`src/rtl/qtu_pkg.sv`:
```
package qtu_pkg;

  typedef enum logic [1:0] {
    PH_IDLE  = 2'd0,
    PH_HEAD  = 2'd1,
    PH_TABLE = 2'd2,
    PH_TAIL  = 2'd3
  } qtu_phase_e;

  localparam int unsigned QTU_LANES = 2;

endpackage

```
`src/rtl/qtu_step_ctrl.sv`:
```
module qtu_step_ctrl #(
  parameter int unsigned PAIRS  = 32,
  parameter int unsigned STEP_W = 7
) (
  input  logic                   clk,
  input  logic                   rst,
  input  logic                   start,
  output logic                   accept,
  output logic                   busy,
  output logic [STEP_W-1:0]      step,
  output qtu_pkg::qtu_phase_e    phase,
  output logic                   done
);
  import qtu_pkg::*;

  localparam int unsigned TABLE_WRITES = 2 * PAIRS;
  localparam int unsigned TOTAL        = TABLE_WRITES + 2;

  assign accept = start && !busy;

  always_comb begin
    if (accept)
      phase = PH_HEAD;
    else if (busy && step >= STEP_W'(1) && step <= STEP_W'(TABLE_WRITES))
      phase = PH_TABLE;
    else if (busy && step == STEP_W'(TABLE_WRITES + 1))
      phase = PH_TAIL;
    else
      phase = PH_IDLE;
  end

  always_ff @(posedge clk) begin
    if (rst) begin
      busy <= 1'b0;
      step <= '0;
      done <= 1'b0;
    end else begin
      done <= 1'b0;
      if (accept) begin
        busy <= 1'b1;
        step <= STEP_W'(1);
      end else if (busy) begin
        if (step == STEP_W'(TOTAL)) begin
          busy <= 1'b0;
          step <= '0;
          done <= 1'b1;
        end else begin
          step <= step + STEP_W'(1);
        end
      end
    end
  end

  // done lasts a single cycle
  a_r7_done_single: assert property (@(posedge clk) disable iff (rst)
    done |=> !done);

  // done only closes a running transfer
  a_r7_done_after_busy: assert property (@(posedge clk) disable iff (rst)
    done |-> $past(busy));

  // a running transfer advances one step per cycle regardless of start
  a_r8_steady_advance: assert property (@(posedge clk) disable iff (rst)
    (busy && step != STEP_W'(TOTAL)) |=> (busy && step == $past(step) + STEP_W'(1)));

endmodule

```
`src/rtl/qtu_read_gen.sv`:
```
module qtu_read_gen #(
  parameter int unsigned PAIRS  = 32,
  parameter int unsigned STEP_W = 7
) (
  input  logic                          clk,
  input  logic                          rst,
  input  logic                          accept,
  input  logic                          busy,
  input  logic [STEP_W-1:0]             step,
  output logic                          mem_ren,
  output logic [$clog2(PAIRS):0]        mem_raddr
);
  localparam int unsigned PAIR_W       = $clog2(PAIRS);
  localparam int unsigned TABLE_WRITES = 2 * PAIRS;

  logic [STEP_W-1:0] rd_idx;
  logic [PAIR_W-1:0] pair;

  // read k feeds table write k+1; read 0 is issued in the accepting cycle
  assign rd_idx    = accept ? '0 : step;
  assign pair      = PAIR_W'(rd_idx >> 1);
  assign mem_ren   = accept || (busy && step < STEP_W'(TABLE_WRITES));
  assign mem_raddr = {rd_idx[0], pair};

  // reads only happen in the accepting cycle or inside a transfer
  a_r5_read_in_window: assert property (@(posedge clk) disable iff (rst)
    mem_ren |-> (accept || busy));

endmodule

```
`src/rtl/qtu_word_pack.sv`:
```
module qtu_word_pack #(
  parameter int unsigned BYTE_W = 8
) (
  input  logic [qtu_pkg::QTU_LANES*BYTE_W-1:0] pair_in,
  output logic [qtu_pkg::QTU_LANES*BYTE_W-1:0] word_out
);
  localparam int unsigned LANES = qtu_pkg::QTU_LANES;

  // memory holds the even byte in the top lane; the register wants it low
  for (genvar ln = 0; ln < LANES; ln++) begin : g_lane
    assign word_out[ln*BYTE_W +: BYTE_W] = pair_in[(LANES-1-ln)*BYTE_W +: BYTE_W];
  end

endmodule

```
`src/rtl/qtu_reg_writer.sv`:
```
module qtu_reg_writer #(
  parameter int unsigned BYTE_W      = 8,
  parameter int unsigned PAIRS       = 32,
  parameter int unsigned REG_AW      = 8,
  parameter int unsigned STEP_W      = 7,
  parameter int unsigned CTRL_ADDR   = 'h39,
  parameter int unsigned CLK_EN_VAL  = 'h0010,
  parameter int unsigned ENC_EN_VAL  = 'h0012,
  parameter int unsigned LUMA_BASE   = 'h40,
  parameter int unsigned CHROMA_BASE = 'h60
) (
  input  logic                      clk,
  input  logic                      rst,
  input  qtu_pkg::qtu_phase_e       phase,
  input  logic [STEP_W-1:0]         step,
  input  logic [2*BYTE_W-1:0]       word,
  output logic                      wr_en,
  output logic [REG_AW-1:0]         wr_addr,
  output logic [2*BYTE_W-1:0]       wr_data
);
  import qtu_pkg::*;

  localparam int unsigned REG_DW = 2 * BYTE_W;
  localparam int unsigned PAIR_W = $clog2(PAIRS);

  logic [STEP_W-1:0] tbl_k;
  logic [PAIR_W-1:0] iter;
  logic [REG_AW-1:0] tbl_addr;

  assign tbl_k    = step - STEP_W'(1);
  assign iter     = PAIR_W'(tbl_k >> 1);
  assign tbl_addr = (tbl_k[0] ? REG_AW'(CHROMA_BASE) : REG_AW'(LUMA_BASE)) + REG_AW'(iter);

  always_ff @(posedge clk) begin
    if (rst) begin
      wr_en   <= 1'b0;
      wr_addr <= '0;
      wr_data <= '0;
    end else begin
      unique case (phase)
        PH_HEAD: begin
          wr_en   <= 1'b1;
          wr_addr <= REG_AW'(CTRL_ADDR);
          wr_data <= REG_DW'(CLK_EN_VAL);
        end
        PH_TABLE: begin
          wr_en   <= 1'b1;
          wr_addr <= tbl_addr;
          wr_data <= word;
        end
        PH_TAIL: begin
          wr_en   <= 1'b1;
          wr_addr <= REG_AW'(CTRL_ADDR);
          wr_data <= REG_DW'(ENC_EN_VAL);
        end
        default: begin
          wr_en   <= 1'b0;
        end
      endcase
    end
  end

  // the control register only ever receives the two enable values
  a_r2_ctrl_values: assert property (@(posedge clk) disable iff (rst)
    (wr_en && wr_addr == REG_AW'(CTRL_ADDR)) |->
      (wr_data == REG_DW'(CLK_EN_VAL) || wr_data == REG_DW'(ENC_EN_VAL)));

  // table writes land in the luma or chroma block
  a_r3_table_range: assert property (@(posedge clk) disable iff (rst)
    (wr_en && wr_addr != REG_AW'(CTRL_ADDR)) |->
      ((wr_addr >= REG_AW'(LUMA_BASE) && wr_addr < REG_AW'(LUMA_BASE + PAIRS)) ||
       (wr_addr >= REG_AW'(CHROMA_BASE) && wr_addr < REG_AW'(CHROMA_BASE + PAIRS))));

  // a table write is always followed by another write
  a_r5_no_gap: assert property (@(posedge clk) disable iff (rst)
    (wr_en && wr_addr != REG_AW'(CTRL_ADDR)) |=> wr_en);

endmodule

```
`src/rtl/qtu_upload_seq.sv`:
```
module qtu_upload_seq #(
  parameter int unsigned BYTE_W      = 8,
  parameter int unsigned PAIRS       = 32,
  parameter int unsigned REG_AW      = 8,
  parameter int unsigned CTRL_ADDR   = 'h39,
  parameter int unsigned CLK_EN_VAL  = 'h0010,
  parameter int unsigned ENC_EN_VAL  = 'h0012,
  parameter int unsigned LUMA_BASE   = 'h40,
  parameter int unsigned CHROMA_BASE = 'h60
) (
  input  logic                       clk,
  input  logic                       rst,
  input  logic                       start,
  output logic                       mem_ren,
  output logic [$clog2(PAIRS):0]     mem_raddr,
  input  logic [2*BYTE_W-1:0]        mem_rdata,
  output logic                       wr_en,
  output logic [REG_AW-1:0]          wr_addr,
  output logic [2*BYTE_W-1:0]        wr_data,
  output logic                       done
);
  import qtu_pkg::*;

  localparam int unsigned REG_DW = 2 * BYTE_W;
  localparam int unsigned TOTAL  = 2 * PAIRS + 2;
  localparam int unsigned STEP_W = $clog2(TOTAL + 1);

  logic              accept;
  logic              busy;
  logic [STEP_W-1:0] step;
  qtu_phase_e        phase;
  logic [REG_DW-1:0] packed_word;

  qtu_step_ctrl #(.PAIRS(PAIRS), .STEP_W(STEP_W)) u_ctrl (
    .clk(clk), .rst(rst), .start(start), .accept(accept), .busy(busy),
    .step(step), .phase(phase), .done(done)
  );

  qtu_read_gen #(.PAIRS(PAIRS), .STEP_W(STEP_W)) u_rd (
    .clk(clk), .rst(rst), .accept(accept), .busy(busy), .step(step),
    .mem_ren(mem_ren), .mem_raddr(mem_raddr)
  );

  qtu_word_pack #(.BYTE_W(BYTE_W)) u_pack (
    .pair_in(mem_rdata), .word_out(packed_word)
  );

  qtu_reg_writer #(
    .BYTE_W(BYTE_W), .PAIRS(PAIRS), .REG_AW(REG_AW), .STEP_W(STEP_W),
    .CTRL_ADDR(CTRL_ADDR), .CLK_EN_VAL(CLK_EN_VAL), .ENC_EN_VAL(ENC_EN_VAL),
    .LUMA_BASE(LUMA_BASE), .CHROMA_BASE(CHROMA_BASE)
  ) u_wr (
    .clk(clk), .rst(rst), .phase(phase), .step(step), .word(packed_word),
    .wr_en(wr_en), .wr_addr(wr_addr), .wr_data(wr_data)
  );

  // the encoder-enable write is followed by done
  a_r6_done_follows_enc: assert property (@(posedge clk) disable iff (rst)
    (wr_en && wr_addr == REG_AW'(CTRL_ADDR) && wr_data == REG_DW'(ENC_EN_VAL)) |=> done);

  // no write in the done cycle
  a_r7_quiet_done: assert property (@(posedge clk) disable iff (rst)
    done |-> !wr_en);

endmodule

```
`config.mk`:
```
export PLATFORM = sky130hd
export DESIGN_NAME = qtu_upload_seq
export DESIGN_NICKNAME = d
export VERILOG_FILES = /design/src/rtl/qtu_pkg.sv /design/src/rtl/qtu_step_ctrl.sv /design/src/rtl/qtu_read_gen.sv /design/src/rtl/qtu_word_pack.sv /design/src/rtl/qtu_reg_writer.sv /design/src/rtl/qtu_upload_seq.sv
export SDC_FILE = /design/constraint.sdc
export NUM_CORES = 1
export LEC_CHECK = 0
export ABC_AREA = 1
export BUFFER_PORTS_ARGS = -buffer_cell sky130_fd_sc_hd__buf_2
export CORE_ASPECT_RATIO = 1.2
export CORE_UTILIZATION = 49
export CTS_CLUSTER_SIZE = 8
export DETAILED_ROUTE_END_ITERATION = 12
export PLACE_DENSITY = 0.78
export SYNTH_ARGS = -nofsm -noshare
export SYNTH_HDL_FRONTEND = slang
export SYNTH_SLANG_ARGS = --single-unit
```
`constraint.sdc`:
```
create_clock -name clk -period 1.7 [get_ports clk]
set_input_delay 0.085 -clock clk [delete_from_list [all_inputs] [get_ports clk]]
set_output_delay 0.085 -clock clk [all_outputs]
set_load 0.01 [all_outputs]
```
-- After elaboration in Yosys (flattened, before gate mapping)
Index checks and enable logic that the tools add are counted.
- word-level logic and storage cells: 48
- input bits: 19
- output and inout port bits: 33
- register bits after elaboration: 34
- $lt $le $gt $ge: 3
- mux-type cells: 15
- equality and inequality tests: 5
- reduce and logical (&&, ||, !) cells: 14
- bitwise operators: 1
- add/subtract/negate cells: 3
- operator list (operator ; count):
    $pmux 16 s3 ; 1
    $pmux 8 s2 ; 1
    $eq 7x7->1 const B ; 2
    $mux 6 ; 2
    $add 8x5->8 ; 1
    $add 7x1->7 const B ; 1
    $ge 7x1->1 const B ; 1
    $le 7x7->1 const B ; 1
    $lt 7x7->1 const B ; 1
    $mux 1 ; 7
    $mux 7 ; 1
    $mux 2 ; 3
    $reduce_or 3->1 ; 2
    $sub 6x1->6 const B ; 1
    $logic_and 1x1->1 ; 5
    $eq 2x2->1 const B ; 2
    $reduce_bool 2->1 ; 2
    $reduce_or 2->1 ; 2
    $reduce_bool 3->1 ; 1
    $eq 2x1->1 const B ; 1
    $logic_not 1->1 ; 1
    $logic_or 1x1->1 ; 1
    $not 1->1 ; 1

-- Longest topological paths before layout
- word-level depth: 8
- depth in mapped cells: 10
- mapped depth without buffers: 9

-- Modules after synthesis
Synthesis repeated with hierarchy kept, for this count alone.
- cell total of the unflattened synthesis: 236
- area, all modules: 1687.9 um^2
- by module, submodules not included (module ; instances ; sequential area each (um^2) ; area each (um^2) ; cells each):
    qtu_reg_writer ; 1 ; 480.5 ; 952.2 ; 122
    qtu_step_ctrl ; 1 ; 180.2 ; 555.5 ; 82
    qtu_word_pack ; 1 ; 0.0 ; 120.1 ; 16
    qtu_read_gen ; 1 ; 0.0 ; 60.1 ; 16

-- Least setup slack after synthesis
Ideal clock, no wire load.
- path kind: reg2reg
- from: register u_ctrl.step[0]
- to: register u_wr.wr_addr[4]
- slack: 0.305 ns
- required time: 1.590 ns
- stages on the path, launching flop included: 11
- buffers on the path: 1
- setup time: 0.110 ns
- period minus slack after synthesis: 1.395 ns
- arrival: 1.285 ns
- cells stage by stage: dfxtp_1 -> inv_1 -> ha_1 -> nand2_2 -> o21bai_4 -> nand2_4 -> inv_2 -> buf_6 -> nand2_1 -> nand3_1 -> inv_1
- word-level cells in the longest chain between the ends: 8
- elaborated cells between the ends (all ways): 17
- those cells by class: 2 x add/sub; 2 x order compare; 4 x eq/ne; 4 x mux; 5 x reduce/logical
- ends and longest elaborated chain (item ; RTL line ; RTL):
    start: declaration ; qtu_step_ctrl.sv:10 ; output logic [STEP_W-1:0] step,
    start signal: assignment ; qtu_step_ctrl.sv:48 ; step <= step + STEP_W'(1);
    branches (longest 8 deep; another with $add 8x5->8) ; n/a ;
    end signal: assignment ; qtu_reg_writer.sv:43 ; wr_addr <= REG_AW'(CTRL_ADDR);
    end signal: assignment ; qtu_reg_writer.sv:48 ; wr_addr <= tbl_addr;
    end signal: assignment ; qtu_reg_writer.sv:53 ; wr_addr <= REG_AW'(CTRL_ADDR);
    end: declaration ; qtu_reg_writer.sv:18 ; output logic [REG_AW-1:0] wr_addr,
Parallel ways; which one is timed is not known.
A chain may end at the register's enable or synchronous reset.

-- Worst setup path after layout
- from: register u_ctrl.step[0]
- to: register u_wr.wr_data[13]
- word-level cells in the longest chain between the ends: 7
- elaborated cells between the ends (all ways): 14
- those cells by class: 2 x order compare; 4 x eq/ne; 4 x mux; 4 x reduce/logical
- ends and longest elaborated chain (item ; RTL line ; RTL):
    $ge 7x1->1 or $eq 7x7->1 (tied branches) ; qtu_step_ctrl.sv:24, qtu_step_ctrl.sv:26 ;
    $logic_and 1x1->1, on equally long branches ; qtu_step_ctrl.sv:24, qtu_step_ctrl.sv:26 ;
    $logic_and 1x1->1 or $mux 2 (tied branches) ; qtu_step_ctrl.sv:24, qtu_step_ctrl.sv:26 ;
    $mux 2 (*) ; qtu_step_ctrl.sv:24 ; else if (busy && step >= STEP_W'(1) && step <= STEP_W'(TABLE_WRITES))
    $mux 2 (*) ; qtu_step_ctrl.sv:22 ; if (accept)
    $eq 2x2->1 or $eq 2x1->1 (tied branches) ; qtu_reg_writer.sv:40 ; unique case (phase)
    $pmux 16 s3 or $reduce_bool 3->1 (tied branches) ; n/a ;
    end signal: assignment ; qtu_reg_writer.sv:44 ; wr_data <= REG_DW'(CLK_EN_VAL);
    end signal: assignment ; qtu_reg_writer.sv:49 ; wr_data <= word;
    end signal: assignment ; qtu_reg_writer.sv:54 ; wr_data <= REG_DW'(ENC_EN_VAL);
    end: declaration ; qtu_reg_writer.sv:19 ; output logic [2*BYTE_W-1:0] wr_data
Every way passes the cells marked *; elsewhere a longest branch is shown, timed or not.

==> reports/results.tsv <==
stage	metric	value	unit
pwr	swShare	0.300	
yosys	netlist_top_cells_area	dfxtp_1, nand4_1, nand2_1	
route	initialDrtViolationCount	42	
route	dr_total_vias	1559	
clocking	cts.sinks	33	
clocking	post-cts-setup-buffers	0	
layout	syn2layout_area_growth	27.6	%
route	vias_per_cell	5.11	
yosys	synth_cells	204	
sta	rsz0062_at_grt	true	
place	io_buffers	50	
clocking	clkTransAtPathRegs	0.10	ns
yosys	synth_ff_type	dfxtp_1	
setup_path	path_class	register to register	
route	routed_wl	3.71	mm
floorplanning	die_w	54.1	µm
pwr	p_int	1110	µW
yosys	avgSynthCellArea	7.81	µm²
yosys	synthArstFlopShare	0	
yosys	netlist_area	0.00159	mm²
clocking	clock_latency	0.33	ns
grt	grt_pass1_wl	5.92	mm
setup_path	r2r_end	u_wr.wr_data[13]$_SDFFE_PP0P_	
layout	layout-drive-gt1-share	0.279	
grt	grt_overflow	0	
sta	setup_viol_count_final	0	
place	dpl.hpwl	2.54	mm
route	drcViolationCount	0	
grt	grtUsageTotal	0.231	
setup_path	r2r_start	u_ctrl.step[0]$_SDFFE_PP0P_	
min_path	hold_start	mem_rdata[8]	
sta	hold_viol_final	0	
route	wl_per_cell	12.1	µm
yosys	yosysTopAreaCell	dfxtp_1	
setup_path	crit_path_cell_trace	inv_2, ha_1, nand2_2, o21bai_4, nand2_4, buf_4, nand4_1, a21oi_1	
yosys	ys_seq_area_frac	0.414	
setup_path	r2r_cells	8	
sta	clock_skew	0.00506	ns
setup_path	required	1.97	ns
setup_path	cp-end-kind	register	
setup_path	slowest_stage	dfxtp_1	
place	gp_congestion	0.800	
yosys	synth_top_area_share	0.414	
pwr	leakagePower	0.000993	µW
pwr	seq_power_share	0.530	
setup_path	cp.arrival	1.82	ns
setup_path	r2r_slack	0.14	ns
place	placed_cells	284	
floorplanning	core	0.00308	mm²
yosys	synth.distinct_cells	27	
grt	grt_pass1_vias	1412	
yosys	synth_seq_cells	33	
grt	met3_usage	0.0704	
floorplanning	initial_core_util	0.517	
pwr	power_frac_comb	0.205	
layout	instances_no_fill	305	
floorplanning	io_pins	52	
layout	diodes	0	
sta	fin_ws	0.143	ns
pwr	switchingPower	476	µW
yosys	synth_fp_nets	228	
min_path	hold_path_end	u_wr.wr_data[0]$_SDFFE_PP0P_	
clocking	clk_path_buf_depth	2	
sta	slew_violations	0	
sta	fin_crit	1.56	ns
grt	top_usage_layer	met2	
setup_path	crit_path_max_fanout	12	
route	firstDrtPassIters	4	
sta	finalCritPeriodShare	0.916	
floorplanning	design.die.area	0.00349	mm²
place	dp_slack	0.0219	ns
layout	layout_commonest_cell	buf_2	
pwr	peakVddDrop	0.000683	V
clocking	cts_tree	yes	
yosys	yosys_warnings	0	
grt	use_met2	0.403	
sta	max_freq	642	MHz
min_path	holdPathStages	3	
setup_path	startpoint_type	register	
min_path	hp-class	input port to register	
grt	grt_max_degree	26	
grt	grt_util_met1	0.259	
pwr	power_density	781	mW/mm²
floorplanning	rows	22	
setup_path	max_stage_delay	0.44	ns
job	cap_viol_max_count	0	
yosys	synth-edff-count	0	
clocking	cts-root-buf	clkbuf_4	
floorplanning	die_h	64.5	µm
clocking	cts_buffers	5	
pwr	p_clk_frac	0.265	
sta	fin_hold_ws	0.00815	ns
layout	final_cell_mix	buf_2, dfxtp_1, nand2_1	
clocking	h-tree-depth	2	
status	outcome	complete, no violations	
grt	antenna_found_initial	0	
layout	n_fill_cell	280	
route	drtAntennaViolNets	0	
layout	final_nets	292	
==> per-stage QoR <==
| step | total power (µW) | util | area (µm²) | TNS (ns) |
|---|---|---|---|---|
| finish | 1590 | 0.659 | 2030 | 0 |
| CTS | 1600 | 0.653 | 2010 | 0 |
| floorplan | 1070 | - | 1590 | 0 |
| global placement | 1160 | 0.600 | 1850 | 0 |
| detailed placement | 1160 | 0.600 | 1850 | 0 |
| global route | 1690 | 0.659 | 2030 | -0.0121 |
==> kinds of logic (layout without fill, tap and decap cells) <==
family	Yosys count	after routing	share of synthesized area
AOI/OAI and AO/OA	26	26	0.0918
xor gates and xnor gates	8	8	0.0440
adders and majority gates	5	5	0.0392
buffers and inverters	39	104	0.117
DFF	33	33	0.414
other	1	1	0.00235
and+or+nand+nor	92	92	0.291
==> worst max-delay path by stage <==
stage | start | endpoint | slack, ns | cells after the start
floorplan | u_ctrl.step[0]$_SDFFE_PP0P_ | u_wr.wr_addr[4]$_SDFFE_PP0P_ | 0.31 | 10
global placement | u_ctrl.step[0]$_SDFFE_PP0P_ | u_wr.wr_addr[5]$_SDFFE_PP0P_ | 0.07 | 9
detailed placement | u_ctrl.step[0]$_SDFFE_PP0P_ | u_wr.wr_data[12]$_SDFFE_PP0P_ | 0.02 | 8
CTS | u_ctrl.step[0]$_SDFFE_PP0P_ | u_wr.wr_data[13]$_SDFFE_PP0P_ | 0.09 | 8
global route | u_ctrl.step[1]$_SDFFE_PP0P_ | u_wr.wr_addr[5]$_SDFFE_PP0P_ | -0.008 | 9
finish | u_ctrl.step[0]$_SDFFE_PP0P_ | u_wr.wr_data[13]$_SDFFE_PP0P_ | 0.14 | 8
==> critical path: cells and delay by family (launching register included) <==
kind,cells,cell delay [ns]
flops,1,0.44
buf+inv,2,0.29
fa+ha+maj,1,0.22
simple gates,3,0.34
compound gates,2,0.21
==> layout make-up <==
| type | instances | area (µm²) | share of cell area |
|---|---|---|---|
| multi-input cells | 132 | 747 | 0.367 |
| flip-flops and latches | 33 | 661 | 0.325 |
| repair buffers | 69 | 425 | 0.209 |
| inverters | 27 | 104 | 0.0511 |
| well taps | 36 | 45.0 | 0.0222 |
| clock buffers | 6 | 41.3 | 0.0203 |
| clock inverters | 2 | 10.0 | 0.00492 |
==> timing repair <==
action	in CTS	in global routing
gates resized for setup	1	1
endpoints found under the hold margin	11	2
setup endpoints to repair	3	10
hold buffers	11	2
pin swaps	0	1
==> layer usage <==
layer,part of all wire,wire length [µm],vias up
met5,0,0,-
met4,0.010,38,0
met3,0.054,201,5
met2,0.52,1930,52
met1,0.42,1540,702
li1,-,-,800
==> power groups by stage <==
| stage | clock network, µW | registers (µW) | logic, µW |
|---|---|---|---|
| floorplan | 0 | 878 | 189 |
| global placement | 0 | 857 | 299 |
| detailed placement | 0 | 859 | 302 |
| CTS | 431 | 841 | 324 |
| global route | 473 | 848 | 366 |
| finish | 421 | 841 | 326 |
==> flip-flops by register name (all words and copies together), names as in the netlist <==
name,flops
u_wr.wr_data,16
u_ctrl.done,1
u_wr.wr_addr,7
u_ctrl.busy,1
u_wr.wr_en,1
u_ctrl.step,7
==> synthesized netlist by cell type, types with 2 or more instances <==
library cell  instances
dfxtp_1              33
nand2_1              31
inv_1                24
nand4_1              23
a21oi_1              19
nor2_1               14
nand3_1              10
xor2_1                8
buf_2                 5
ha_1                  5
o21ai_0               5
buf_6                 4
nor3_1                4
clkbuf_1              2
inv_2                 2
nand2_2               2
nand3_2               2
nor2_2                2
(Power assumes the default switching activity.)
